$ cat src/rtl/sprite_pkg.sv
package sprite_pkg;
  localparam int X_W      = 9;
  localparam int Y_W      = 8;
  localparam int TILE_W   = 10;
  localparam int PAL_W    = 3;
  localparam int CIDX_W   = 3;
  localparam int OFS_W    = 4;              // 16x16 sprites
  localparam int SPR_BIAS = (1 << OFS_W) - 1; // position bias of -15
  localparam int PAT_ADDR_W = TILE_W + 2 * OFS_W;

  typedef struct packed {
    logic              hflip;
    logic              vflip;
    logic [PAL_W-1:0]  pal;
    logic [TILE_W-1:0] tile;
    logic [Y_W-1:0]    ypos;
    logic [X_W-1:0]    xpos;
  } spr_attr_t;

  localparam int ATTR_W = $bits(spr_attr_t);

  function automatic spr_attr_t parked_attr();
    spr_attr_t a;
    a       = '0;
    a.xpos  = '1;
    a.ypos  = '1;
    return a;
  endfunction
endpackage

$ cat src/rtl/sprite_attr_loader.sv
module sprite_attr_loader
  import sprite_pkg::*;
#(
  parameter int NUM_SLOTS = 16,
  localparam int IDX_W = (NUM_SLOTS > 1) ? $clog2(NUM_SLOTS) : 1
) (
  input  logic             clk,
  input  logic             rst_n,
  input  logic             vblank,
  output logic             rd_en,
  output logic [IDX_W-1:0] rd_addr,
  output logic             wr_en,
  output logic [IDX_W-1:0] wr_slot
);
  localparam logic [IDX_W-1:0] LAST = IDX_W'(NUM_SLOTS - 1);

  logic [IDX_W-1:0] idx_q, idx_d;
  logic             req_q, req_d;
  logic [IDX_W-1:0] slot_q, slot_d;

  always_comb begin
    idx_d  = '0;
    if (vblank) idx_d = (idx_q == LAST) ? '0 : idx_q + 1'b1;
    req_d  = vblank;
    slot_d = idx_q;
  end

  always_ff @(posedge clk or negedge rst_n) begin
    if (!rst_n) begin
      idx_q  <= '0;
      req_q  <= 1'b0;
      slot_q <= '0;
    end else begin
      idx_q  <= idx_d;
      req_q  <= req_d;
      slot_q <= slot_d;
    end
  end

  assign rd_en   = vblank;
  assign rd_addr = idx_q;
  assign wr_en   = req_q & vblank;
  assign wr_slot = slot_q;


  load_in_vblank_chk: assert property (@(posedge clk) disable iff (!rst_n)
    wr_en |-> vblank && $past(vblank));


  addr_range_chk: assert property (@(posedge clk) disable iff (!rst_n)
    rd_en |-> (int'(rd_addr) < NUM_SLOTS));
endmodule

$ cat src/rtl/sprite_slot.sv
module sprite_slot
  import sprite_pkg::*;
(
  input  logic                  clk,
  input  logic                  rst_n,
  input  logic                  load_en,
  input  logic [ATTR_W-1:0]     load_word,
  input  logic [X_W-1:0]        pix_x,
  input  logic [Y_W-1:0]        pix_y,
  output logic [PAT_ADDR_W-1:0] pat_addr,
  output logic                  hit_o,
  output logic [PAL_W-1:0]      pal_o
);
  spr_attr_t cache_q, cache_d;

  // geometry, one guard bit above the coordinate for the bias
  logic [X_W+1:0]    ax, bx, dx;
  logic [Y_W+1:0]    ay, by, dy;
  logic              in_x, in_y;
  logic [OFS_W-1:0]  col, row;

  logic                  hit1_q, hit1_d, hit2_q;
  logic [PAL_W-1:0]      pal1_q, pal1_d, pal2_q;
  logic [PAT_ADDR_W-1:0] addr_q, addr_d;

  always_comb begin
    cache_d = load_en ? spr_attr_t'(load_word) : cache_q;
  end

  always_comb begin
    ax   = {2'b00, pix_x} + (X_W+2)'(SPR_BIAS);
    bx   = {2'b00, cache_q.xpos};
    dx   = ax - bx;
    in_x = (ax >= bx) && (dx[X_W+1:OFS_W] == '0);
    ay   = {2'b00, pix_y} + (Y_W+2)'(SPR_BIAS);
    by   = {2'b00, cache_q.ypos};
    dy   = ay - by;
    in_y = (ay >= by) && (dy[Y_W+1:OFS_W] == '0);
    col  = cache_q.hflip ? ~dx[OFS_W-1:0] : dx[OFS_W-1:0];
    row  = cache_q.vflip ? ~dy[OFS_W-1:0] : dy[OFS_W-1:0];
    hit1_d = in_x & in_y;
    pal1_d = cache_q.pal;
    addr_d = {cache_q.tile, row, col};
  end

  always_ff @(posedge clk or negedge rst_n) begin
    if (!rst_n) begin
      cache_q <= parked_attr();
      hit1_q  <= 1'b0;
      pal1_q  <= '0;
      addr_q  <= '0;
      hit2_q  <= 1'b0;
      pal2_q  <= '0;
    end else begin
      cache_q <= cache_d;
      hit1_q  <= hit1_d;
      pal1_q  <= pal1_d;
      addr_q  <= addr_d;
      hit2_q  <= hit1_q;
      pal2_q  <= pal1_q;
    end
  end

  assign pat_addr = addr_q;
  assign hit_o    = hit2_q;
  assign pal_o    = pal2_q;
endmodule

$ cat src/rtl/sprite_priority_mux.sv
module sprite_priority_mux
  import sprite_pkg::*;
#(
  parameter int NUM_SLOTS = 16
) (
  input  logic                        clk,
  input  logic                        rst_n,
  input  logic [NUM_SLOTS-1:0]        hit,
  input  logic [NUM_SLOTS*PAL_W-1:0]  pal,
  input  logic [NUM_SLOTS*CIDX_W-1:0] cidx,
  input  logic [PAL_W-1:0]            bg_pal,
  input  logic [CIDX_W-1:0]           bg_cidx,
  output logic [PAL_W-1:0]            out_pal,
  output logic [CIDX_W-1:0]           out_cidx
);
  logic [NUM_SLOTS-1:0] cand, sel;
  logic [PAL_W-1:0]     pal_d, pal_q;
  logic [CIDX_W-1:0]    cidx_d, cidx_q;
  logic                 any;

  always_comb begin
    for (int i = 0; i < NUM_SLOTS; i++)
      cand[i] = hit[i] && (cidx[i*CIDX_W +: CIDX_W] != '0);
  end

  // lowest-index candidate as a one-hot select
  always_comb begin
    logic seen;
    seen = 1'b0;
    sel  = '0;
    for (int i = 0; i < NUM_SLOTS; i++) begin
      sel[i] = cand[i] & ~seen;
      seen   = seen | cand[i];
    end
  end

  always_comb begin
    logic [PAL_W-1:0]  p;
    logic [CIDX_W-1:0] c;
    p = '0;
    c = '0;
    for (int i = 0; i < NUM_SLOTS; i++) begin
      p = p | ({PAL_W{sel[i]}}  & pal[i*PAL_W +: PAL_W]);
      c = c | ({CIDX_W{sel[i]}} & cidx[i*CIDX_W +: CIDX_W]);
    end
    any    = |cand;
    pal_d  = any ? p : bg_pal;
    cidx_d = any ? c : bg_cidx;
  end

  always_ff @(posedge clk or negedge rst_n) begin
    if (!rst_n) begin
      pal_q  <= '0;
      cidx_q <= '0;
    end else begin
      pal_q  <= pal_d;
      cidx_q <= cidx_d;
    end
  end

  assign out_pal  = pal_q;
  assign out_cidx = cidx_q;


  sel_onehot_chk: assert property (@(posedge clk) disable iff (!rst_n)
    $onehot0(sel));


  sprite_nz_chk: assert property (@(posedge clk) disable iff (!rst_n)
    (|cand) |=> (out_cidx != '0));
endmodule

$ cat src/rtl/sprite_compositor.sv
module sprite_compositor
  import sprite_pkg::*;
#(
  parameter int NUM_SLOTS = 16,
  localparam int IDX_W = (NUM_SLOTS > 1) ? $clog2(NUM_SLOTS) : 1
) (
  input  logic                           clk,
  input  logic                           rst_n,
  input  logic                           vblank,
  output logic                           attr_rd_en,
  output logic [IDX_W-1:0]               attr_rd_addr,
  input  logic [ATTR_W-1:0]              attr_rd_data,
  input  logic [X_W-1:0]                 pix_x,
  input  logic [Y_W-1:0]                 pix_y,
  input  logic [PAL_W-1:0]               bg_pal,
  input  logic [CIDX_W-1:0]              bg_cidx,
  output logic [NUM_SLOTS*PAT_ADDR_W-1:0] pat_addr,
  input  logic [NUM_SLOTS*CIDX_W-1:0]    pat_data,
  output logic [PAL_W-1:0]               out_pal,
  output logic [CIDX_W-1:0]              out_cidx
);
  logic                       wr_en;
  logic [IDX_W-1:0]           wr_slot;
  logic [NUM_SLOTS-1:0]       hit;
  logic [NUM_SLOTS*PAL_W-1:0] pal;

  logic [PAL_W-1:0]  bgp1_q, bgp2_q;
  logic [CIDX_W-1:0] bgc1_q, bgc2_q;

  sprite_attr_loader #(.NUM_SLOTS(NUM_SLOTS)) u_loader (
    .clk     (clk),
    .rst_n   (rst_n),
    .vblank  (vblank),
    .rd_en   (attr_rd_en),
    .rd_addr (attr_rd_addr),
    .wr_en   (wr_en),
    .wr_slot (wr_slot)
  );

  for (genvar g = 0; g < NUM_SLOTS; g++) begin : g_slot
    logic ld;
    assign ld = wr_en && (wr_slot == IDX_W'(g));
    sprite_slot u_slot (
      .clk       (clk),
      .rst_n     (rst_n),
      .load_en   (ld),
      .load_word (attr_rd_data),
      .pix_x     (pix_x),
      .pix_y     (pix_y),
      .pat_addr  (pat_addr[g*PAT_ADDR_W +: PAT_ADDR_W]),
      .hit_o     (hit[g]),
      .pal_o     (pal[g*PAL_W +: PAL_W])
    );
  end

  // background follows the two sprite stages
  always_ff @(posedge clk or negedge rst_n) begin
    if (!rst_n) begin
      bgp1_q <= '0;
      bgc1_q <= '0;
      bgp2_q <= '0;
      bgc2_q <= '0;
    end else begin
      bgp1_q <= bg_pal;
      bgc1_q <= bg_cidx;
      bgp2_q <= bgp1_q;
      bgc2_q <= bgc1_q;
    end
  end

  sprite_priority_mux #(.NUM_SLOTS(NUM_SLOTS)) u_mux (
    .clk      (clk),
    .rst_n    (rst_n),
    .hit      (hit),
    .pal      (pal),
    .cidx     (pat_data),
    .bg_pal   (bgp2_q),
    .bg_cidx  (bgc2_q),
    .out_pal  (out_pal),
    .out_cidx (out_cidx)
  );
endmodule

$ cat config.mk
export PLATFORM = sky130hd
export DESIGN_NAME = sprite_compositor
export DESIGN_NICKNAME = d
export VERILOG_FILES = /design/src/rtl/sprite_pkg.sv /design/src/rtl/sprite_attr_loader.sv /design/src/rtl/sprite_slot.sv /design/src/rtl/sprite_priority_mux.sv /design/src/rtl/sprite_compositor.sv
export SDC_FILE = /design/constraint.sdc
export NUM_CORES = 1
export LEC_CHECK = 0
export ABC_CLOCK_PERIOD_IN_PS = 4300
export BUFFER_PORTS_ARGS = -buffer_cell sky130_fd_sc_hd__buf_2
export CAP_MARGIN = 0
export CORE_AREA = 2 2 390 392
export CTS_BUF_LIST = sky130_fd_sc_hd__clkbuf_16
export DETAILED_ROUTE_END_ITERATION = 12
export DIE_AREA = 0 0 392 394
export HOLD_SLACK_MARGIN = 0.03
export PLACE_DENSITY = 0.46
export SYNTH_ARGS = -nofsm -noshare
export SYNTH_HDL_FRONTEND = slang
export SYNTH_SLANG_ARGS = --single-unit
$ cat constraint.sdc
create_clock -name clk -period 4.3 [get_ports clk]
set_input_delay 0.215 -clock clk [delete_from_list [all_inputs] [get_ports clk]]
set_output_delay 0.215 -clock clk [all_outputs]
set_load 0.01 [all_outputs]
==> insert_results.sql, run 1 <==
INSERT INTO impl_metrics (metric_group, metric, value, unit) VALUES
('outcome', 'outcome', 'completed', ''),
('placement', 'final_weighted_congestion_in_routability_driven_placement', '0.836', ''),
('detailed_routing', 'route.vias.total', '30500', ''),
('sta', 'worst_pin_slew', '1.08', 'ns'),
('final_layout', 'final_std_cells_w_o_fill', '6457', ''),
('detailed_routing', 'routed_via_count_divided_by_cell_count', '4.73', ''),
('worst_setup_path', 'slowest_stage_cell_on_the_critical_path', 'sky130_fd_sc_hd__nor4_4', ''),
('worst_setup_path', 'crit_buf_inv', '2', ''),
('floorplanning', 'chipWidth', '392', 'um'),
('worst_setup_path', 'criticalPathCategory', 'reg2reg', ''),
('detailed_routing', 'number_of_iterations_in_the_first_detailed_routing_pass', '5', ''),
('logic_synthesis', 'yosys.cell_types.count', '77', ''),
('worst_setup_path', 'worst_setup_sp_type', 'flip-flop', ''),
('logic_synthesis', 'synth_nets', '4251', ''),
('sta', 'slew_viol_final', '0', ''),
('final_layout', 'layout-drive-gt1-share', '0.297', ''),
('grt', 'grt_pass1_wl', '209000', 'um'),
('logic_synthesis', 'syn_inst', '3838', ''),
('logic_synthesis', 'ys.warnings.count', '0', ''),
('worst_setup_path', 'crit_top_cell', 'sky130_fd_sc_hd__dlygate4sd3_1', ''),
('worst_hold_path', 'hold_class', 'in2reg', ''),
('detailed_routing', 'routed_wirelength', '142000', 'um'),
('clocking', 'clock_slew_at_the_register_clock_pins_of_the_worst_setup_and_hold_paths', '0.07', 'ns'),
('logic_synthesis', 'synth-edff-count', '0', ''),
('grt', 'gr-usage-all-layers', '0.184', ''),
('power', 'power_density', '511', 'nW/um^2'),
('logic_synthesis', 'mean_instance_size_in_the_synthesized_netlist', '11.7', 'um^2'),
('detailed_routing', 'drt_iter0_markers', '1652', ''),
('final_layout', 'area_delta_synth_final', '20.7', '%'),
('worst_setup_path', 'timing.critical_path.arrival', '4.55', 'ns'),
('worst_setup_path', 'cp_slowest_stage_delay', '0.60', 'ns'),
('sta', 'setup_repair_after_global_routing_missed_its_margin', 'no', ''),
('worst_setup_path', 'critPathTopFamily', 'simple AND/OR/NAND/NOR gates', ''),
('logic_synthesis', 'synth.yosys.seq_area_share', '0.541', ''),
('floorplanning', 'core_area', '151000', 'um^2'),
('worst_setup_path', 'end_kind', 'flip-flop', ''),
('clocking', 'buffers_from_clock_root_to_sink_at_most', '3', ''),
('clocking', 'clockRootBuffer', 'sky130_fd_sc_hd__clkbuf_16', ''),
('job', 'max_cap_viol_count', '0', ''),
('grt', 'first_global_vias', '31100', ''),
('placement', 'hpwl', '97900', 'um'),
('sta', 'report.final.hold_viol_count', '0', ''),
('sta', 'final_cycle_share', '0.899', ''),
('sta', 'shortest_clock_period_the_worst_path_allows_after_layout', '3.87', 'ns'),
('detailed_routing', 'routed_wire_length_per_instance', '22.0', 'um'),
('sta', 'tns', '0', 'ns'),
('logic_synthesis', 'flip_flop_and_latch_count_after_synthesis', '955', ''),
('logic_synthesis', 'postSynth.topFlopCell', 'sky130_fd_sc_hd__dfrtp_1', ''),
('clocking', 'cts_max_level', '3', ''),
('clocking', 'cts_buffer_count', '110', ''),
('floorplanning', 'initial_core_util', '0.297', ''),
('worst_setup_path', 'critical_path.cell_chain', 'o31a_1 > nor4_2 > nand3_1 > nor4_4 > a221oi_1 > dlygate4sd3_1 > a21oi_1 > dlygate4sd3_1', ''),
('floorplanning', 'chipHeight', '394', 'um'),
('sta', 'finalSetupViolations', '0', ''),
('worst_setup_path', 'worstPathRequired', '4.98', 'ns'),
('logic_synthesis', 'synth_area', '44800', 'um^2'),
('power', 'power.leakage', '25.9', 'nW'),
('power', 'vdd_drop_max', '353', 'uV'),
('sta', 'final.setup_skew', '0.0808', 'ns'),
('placement', 'placement.io_buffers', '404', ''),
('final_layout', 'fin_util', '0.359', ''),
('floorplanning', 'io_pins', '405', ''),
('sta', 'achievable-frequency', '0.259', 'GHz'),
('final_layout', 'finish.net_count', '4743', ''),
('clocking', 'cts_tree', 'yes', ''),
('grt', 'grt.overflow.total', '0', ''),
('sta', 'relative_max_transition_margin', '0.279', ''),
('detailed_routing', 'ant_nets', '0', ''),
('detailed_routing', 'drcViolationCount', '0', ''),
('grt', 'grt_max_degree', '112', ''),
('clocking', 'post_cts.repair.setup_buffers', '0', ''),
('logic_synthesis', 'async_set_or_reset_register_ratio_after_synthesis', '1.00', ''),
('placement', 'number_of_instances_in_the_placed_design', '6207', ''),
('clocking', 'clock-sinks', '955', ''),
('floorplanning', 'rows', '143', ''),
('worst_setup_path', 'cp_max_fo', '8', ''),
('floorplanning', 'fp.dieArea', '154000', 'um^2'),
('grt', 'initial_antenna_violation_count', '28', ''),
('clocking', 'insertion_delay', '0.76', 'ns');
## metal layers
metal  up-vias  GRT usage  wire length [um]
met4        22     0.0452              2780
met5         -          0               148
met1     15300      0.243             62700
met3       159     0.0460              9400
li1      14300          -                 -
met2       669      0.299             66700
## logic make-up after synthesis
| kind of cell | Yosys count | share of synthesized area |
|---|---|---|
| AND/OR/NAND/NOR | 715 | 0.0743 |
| flip-flops | 955 | 0.541 |
| AO/OA/AOI/OAI | 750 | 0.106 |
| buffers and inverters | 455 | 0.0384 |
| multiplexers | 372 | 0.0930 |
| XOR/XNOR | 284 | 0.0555 |
| adder cells (fa/ha/maj) | 307 | 0.0911 |
## metrics by stage
stage	cell area [um^2]	hold WS [ns]	setup slack [ns]	power, mW
finish	54000	0.0780	0.433	27.6
global route	54000	0.0695	0.147	29.2
CTS	54000	0.0331	0.125	28.1
detailed placement	49900	0.328	0.201	18.1
global placement	49900	0.325	0.336	18.1
floorplan	44800	-0.0806	0.783	15.4
## cells in the mapped netlist (all sizes together), types with 13 or more instances
cell type,n,area share
nor2b,17,0.0024
xor2,82,0.016
o211ai,15,0.0025
nand2b,25,0.0035
a31oi,13,0.0018
nor2,170,0.014
a211o,16,0.0031
nand2,268,0.022
fa,32,0.014
mux2,352,0.089
o31a,15,0.0029
a22oi,16,0.0027
or4,13,0.0022
a21oi,135,0.015
a21o,56,0.0094
inv,305,0.026
a211oi,31,0.0052
a2111oi,14,0.0027
dfstp,272,0.16
ha,275,0.077
nand3,53,0.0059
o21a,15,0.0025
nor3,68,0.0077
dfrtp,683,0.38
buf,27,0.0025
xnor2,202,0.040
o21ai,279,0.031
mux2i,20,0.0045
nor4,18,0.0028
nand4,16,0.0022
o21bai,26,0.0044
clkbuf,123,0.010
o31ai,15,0.0025
## final timing paths
check / start / to / slack (ns) / cells after the start
min in group asynchronous: rst_n / g_slot[10].u_slot.addr_d[16] / 0.12 / 2
setup reg to reg: g_slot[1].u_slot.hit_o / u_mux.out_cidx[1] / 0.43 / 8
setup / recovery: g_slot[1].u_slot.hit_o / u_mux.out_cidx[1] / 0.43 / 8
hold / removal: attr_rd_data[25] / g_slot[9].u_slot.addr_d[16] / 0.08 / 2
hold reg to reg: g_slot[6].u_slot.pal1_q[0] / g_slot[6].u_slot.pal_o[0] / 0.33 / 0
max in group asynchronous: rst_n / g_slot[9].u_slot.bx[5] / 3.02 / 3
## layout by cell type, fill, tap and decap left out, types with 32 or more instances in the layout
cell type / n
sky130_fd_sc_hd__a21o_1: 56
sky130_fd_sc_hd__nor2_1: 161
sky130_fd_sc_hd__xor2_1: 78
sky130_fd_sc_hd__o21ai_0: 278
sky130_fd_sc_hd__buf_2: 403
sky130_fd_sc_hd__buf_4: 66
sky130_fd_sc_hd__clkbuf_16: 110
sky130_fd_sc_hd__a21oi_1: 135
sky130_fd_sc_hd__nand3_1: 51
sky130_fd_sc_hd__mux2_2: 350
sky130_fd_sc_hd__dfstp_2: 272
sky130_fd_sc_hd__xnor2_1: 195
sky130_fd_sc_hd__nand2_1: 268
sky130_fd_sc_hd__dlygate4sd3_1: 41
sky130_fd_sc_hd__dfrtp_1: 683
sky130_fd_sc_hd__ha_1: 275
sky130_fd_sc_hd__inv_1: 329
sky130_fd_sc_hd__nor3_1: 66
sky130_fd_sc_hd__fa_1: 32
## final cells by class
class | count | area (um^2)
fillers | 15100 | 96600
flip-flops and latches | 955 | 24200
multi-input cells | 2428 | 19000
repair buffers | 530 | 3320
clock buffers | 110 | 2750
well taps | 2030 | 2540
inverters | 305 | 1140
clock inverters | 92 | 991
diodes | 7 | 17.5
## where the power goes
group	total [mW]	switching, mW	internal, mW
Sequential	11.2	0.557	10.6
Combinational	6.82	4.00	2.82
Clock	9.66	4.08	5.58
## state kept, by name, summed over array words and instances (netlist names), 32 cells and up
| register | flops |
|---|---|
| g_slot.u_slot.by | 128 |
| g_slot.u_slot.pat_addr | 288 |
| g_slot.u_slot.addr_d | 160 |
| g_slot.u_slot.pal_o | 48 |
| g_slot.u_slot.cache_q | 32 |
| g_slot.u_slot.pal1_d | 48 |
| g_slot.u_slot.pal1_q | 48 |
| g_slot.u_slot.bx | 144 |
## repair_timing
item | 4_1_cts | 5_1_grt
hold buffers | 41 | 0
gates resized for setup | 0 | 1
hold endpoints to repair | 327 | 0
setup endpoints to repair | 0 | 3
(Power assumes the default switching activity.)
==> run 2: changes to the inputs <==
- CORE_AREA: 2 2 390 392 -> 3 3 391 393
- DIE_AREA: 0 0 392 394 -> 0 0 394 396
- MAX_ROUTING_LAYER: default -> met4
==> run 2 against run 1 <==
Net effect: cell count down 0.17%; clock power down 2.5%; combinational power down 0.6%; total power down 1.1%; hold slack worse by 0.00054 ns; global-route usage up 0.36 points; critical path type unchanged; routed wire length up 0.59%; register-to-register slack better by 0.23 ns; sequential power about the same; critical endpoint unchanged.
==> insert_results.sql, run 2 (same netlist as run 1, synthesis figures left out) <==
INSERT INTO impl_metrics (metric_group, metric, value, unit) VALUES
('floorplanning', 'fp.dieArea', '156000', 'um^2'),
('clocking', 'insertion_delay', '0.76', 'ns'),
('sta', 'achievable-frequency', '0.275', 'GHz'),
('detailed_routing', 'drcViolationCount', '0', ''),
('sta', 'postLayoutSetupSlackWorst', '0.662', 'ns'),
('floorplanning', 'initial_core_util', '0.299', ''),
('placement', 'final_weighted_congestion_in_routability_driven_placement', '0.859', ''),
('sta', 'hold_slack', '0.0774', 'ns'),
('power', 'power.leakage', '25.9', 'nW'),
('worst_setup_path', 'critPathTopFamily', 'buffers and inverters', ''),
('grt', 'initial_antenna_violation_count', '22', ''),
('worst_setup_path', 'setup.worst_path.start', 'g_slot[1].u_slot.hit_o', ''),
('final_layout', 'finish.net_count', '4740', ''),
('placement', 'placement.io_buffers', '404', ''),
('placement', 'hpwl', '98500', 'um'),
('placement', 'post_dp_cell_area', '49800', 'um^2'),
('worst_setup_path', 'crit_top_cell', 'sky130_fd_sc_hd__dlygate4sd3_1', ''),
('sta', 'slew_viol_final', '0', ''),
('worst_setup_path', 'worstPathRequired', '4.97', 'ns'),
('power', 'vdd_drop_max', '344', 'uV'),
('power', 'power_density', '507', 'nW/um^2'),
('job', 'max_cap_viol_count', '0', ''),
('clocking', 'post_cts.repair.setup_buffers', '0', ''),
('sta', 'report.final.hold_viol_count', '0', ''),
('worst_setup_path', 'critical_path.cell_chain', 'o31a_1 > nor4_1 > buf_4 > nand3_1 > nor4_4 > a221oi_1 > dlygate4sd3_1 > a21oi_1 > dlygate4sd3_1', ''),
('outcome', 'outcome', 'completed', ''),
('grt', 'first_global_vias', '30700', ''),
('worst_setup_path', 'worst_r2r_startpoint', 'g_slot[1].u_slot.hit_o', ''),
('clocking', 'cts_max_level', '3', ''),
('sta', 'shortest_clock_period_the_worst_path_allows_after_layout', '3.64', 'ns'),
('clocking', 'cts_buffer_count', '109', ''),
('floorplanning', 'rows', '142', ''),
('clocking', 'clock_slew_at_the_register_clock_pins_of_the_worst_setup_and_hold_paths', '0.06', 'ns'),
('sta', 'worst_pin_slew', '1.24', 'ns'),
('final_layout', 'final_std_cells_w_o_fill', '6446', ''),
('placement', 'number_of_instances_in_the_placed_design', '6191', ''),
('grt', 'grt_pass1_wl', '210000', 'um'),
('clocking', 'cts_hold_buffers', '41', ''),
('clocking', 'cts_resized', '0', ''),
('sta', 'finalSetupViolations', '0', ''),
('worst_setup_path', 'slowest_stage_cell_on_the_critical_path', 'sky130_fd_sc_hd__dlygate4sd3_1', ''),
('floorplanning', 'core_area', '150000', 'um^2'),
('worst_setup_path', 'worst_r2r_endpoint', 'u_mux.out_cidx[1]', ''),
('sta', 'relative_max_transition_margin', '0.163', ''),
('worst_setup_path', 'criticalPathCategory', 'reg2reg', ''),
('final_layout', 'largest_register_ffs', '288', ''),
('final_layout', 'layout-drive-gt1-share', '0.298', ''),
('worst_setup_path', 'cp_max_fo', '8', ''),
('clocking', 'clock-sinks', '955', ''),
('placement', 'place_ws', '-0.0836', 'ns'),
('worst_setup_path', 'worst_setup_sp_type', 'flip-flop', ''),
('detailed_routing', 'routed_wirelength', '143000', 'um'),
('detailed_routing', 'drt_iter0_markers', '1642', ''),
('detailed_routing', 'routed_via_count_divided_by_cell_count', '4.70', ''),
('detailed_routing', 'number_of_iterations_in_the_first_detailed_routing_pass', '5', ''),
('worst_setup_path', 'r2r_setup_slack', '0.66', 'ns'),
('worst_setup_path', 'end_kind', 'flip-flop', ''),
('detailed_routing', 'route.vias.total', '30300', ''),
('detailed_routing', 'routed_wire_length_per_instance', '22.1', 'um'),
('worst_setup_path', 'timing.critical_path.arrival', '4.30', 'ns'),
('final_layout', 'layout.cell_area.non_filler', '53900', 'um^2'),
('clocking', 'cts_tree', 'yes', ''),
('floorplanning', 'chipWidth', '394', 'um'),
('grt', 'gr-usage-all-layers', '0.187', ''),
('final_layout', 'leading_cell_types_in_the_layout_fill_and_taps_excluded', '683 x sky130_fd_sc_hd__dfrtp_1, 403 x sky130_fd_sc_hd__buf_2, 350 x sky130_fd_sc_hd__mux2_2, 324 x sky130_fd_sc_hd__inv_1, 278 x sky130_fd_sc_hd__o21ai_0', ''),
('grt', 'grt.overflow.total', '0', ''),
('worst_setup_path', 'crit_buf_inv', '3', ''),
('sta', 'final_cycle_share', '0.846', ''),
('detailed_routing', 'ant_nets', '0', ''),
('grt', 'grt_max_degree', '113', ''),
('sta', 'setup_repair_after_global_routing_missed_its_margin', 'no', ''),
('worst_setup_path', 'worstRegToRegCells', '9', ''),
('floorplanning', 'io_pins', '405', ''),
('worst_setup_path', 'cp_slowest_stage_delay', '0.59', 'ns'),
('sta', 'final.setup_skew', '0.0734', 'ns'),
('floorplanning', 'chipHeight', '396', 'um'),
('worst_hold_path', 'hold_class', 'in2reg', ''),
('final_layout', 'area_delta_synth_final', '20.3', '%'),
('clocking', 'clockRootBuffer', 'sky130_fd_sc_hd__clkbuf_16', ''),
('sta', 'tns', '0', 'ns'),
('clocking', 'buffers_from_clock_root_to_sink_at_most', '3', ''),
('final_layout', 'layout.cells.most_common', 'sky130_fd_sc_hd__dfrtp_1', ''),
('worst_setup_path', 'path_depth', '9', ''),
('worst_setup_path', 'cp-endpoint', 'u_mux.out_cidx[1]', '');
==> run 2: changes by cell type in the layout (fill, tap and decap cells not counted), moves of 2 or more <==
cell / change
sky130_fd_sc_hd__buf_12: -4
sky130_fd_sc_hd__buf_4: +2
sky130_fd_sc_hd__bufinv_16: -3
sky130_fd_sc_hd__clkinv_2: +6
sky130_fd_sc_hd__diode_2: +7
sky130_fd_sc_hd__inv_1: -5
sky130_fd_sc_hd__inv_6: +2
sky130_fd_sc_hd__xor2_2: -2
sky130_fd_sc_hd__xor2_4: +2
==> run 2: area by class of cell <==
type | instances | area, um^2
fillers | 14800 | 95900
flip-flops and latches | 955 | 24200
multi-input cells | 2428 | 19100
repair buffers | 528 | 3250
clock buffers | 109 | 2730
well taps | 2016 | 2520
inverters | 305 | 1140
clock inverters | 91 | 917
diodes | 14 | 35.0
==> run 2: power breakdown <==
part | internal (mW) | switching [mW]
Sequential | 10.6 | 0.545
Combinational | 2.81 | 3.97
Clock | 5.38 | 4.05
Total | 18.8 | 8.56
==> run 2: worst register-to-register path, cell delays in order (launching register included) <==
cell	delay [ns]
sky130_fd_sc_hd__dfrtp_1	0.49
sky130_fd_sc_hd__o31a_1	0.26
sky130_fd_sc_hd__nor4_1	0.30
sky130_fd_sc_hd__buf_4	0.19
sky130_fd_sc_hd__nand3_1	0.32
sky130_fd_sc_hd__nor4_4	0.56
sky130_fd_sc_hd__a221oi_1	0.15
sky130_fd_sc_hd__dlygate4sd3_1	0.59
sky130_fd_sc_hd__a21oi_1	0.13
sky130_fd_sc_hd__dlygate4sd3_1	0.56
==> run 2: how the worst min path moves through the flow <==
stage | startpoint | endpoint | cells past startpoint
after floorplan | rst_n | bgc1_q[0] | 0
after global placement | rst_n | g_slot[11].u_slot.pat_addr[16] | 1
after detailed placement | bg_cidx[1] | bgc1_q[1] | 1
after CTS | bg_cidx[1] | bgc1_q[1] | 2
after global routing | bg_pal[0] | bgp1_q[0] | 2
final | pat_data[32] | u_mux.out_cidx[2] | 3
==> run 2: per-stage QoR <==
| step | utilization | power (mW) |
|---|---|---|
| 2_1_floorplan | - | 15.4 |
| 3_3_place_gp | 0.333 | 18.1 |
| 3_5_place_dp | 0.333 | 18.1 |
| 4_1_cts | 0.360 | 27.8 |
| 5_1_grt | 0.360 | 29.0 |
| 6_report | 0.360 | 27.3 |
==> run 2: routing by layer <==
| metal | track usage | wire length, um |
|---|---|---|
| met1 | 0.238 | 63600 |
| met5 | - | 0 |
| met2 | 0.302 | 67700 |
| met3 | 0.0428 | 8290 |
| met4 | 0.0466 | 2960 |
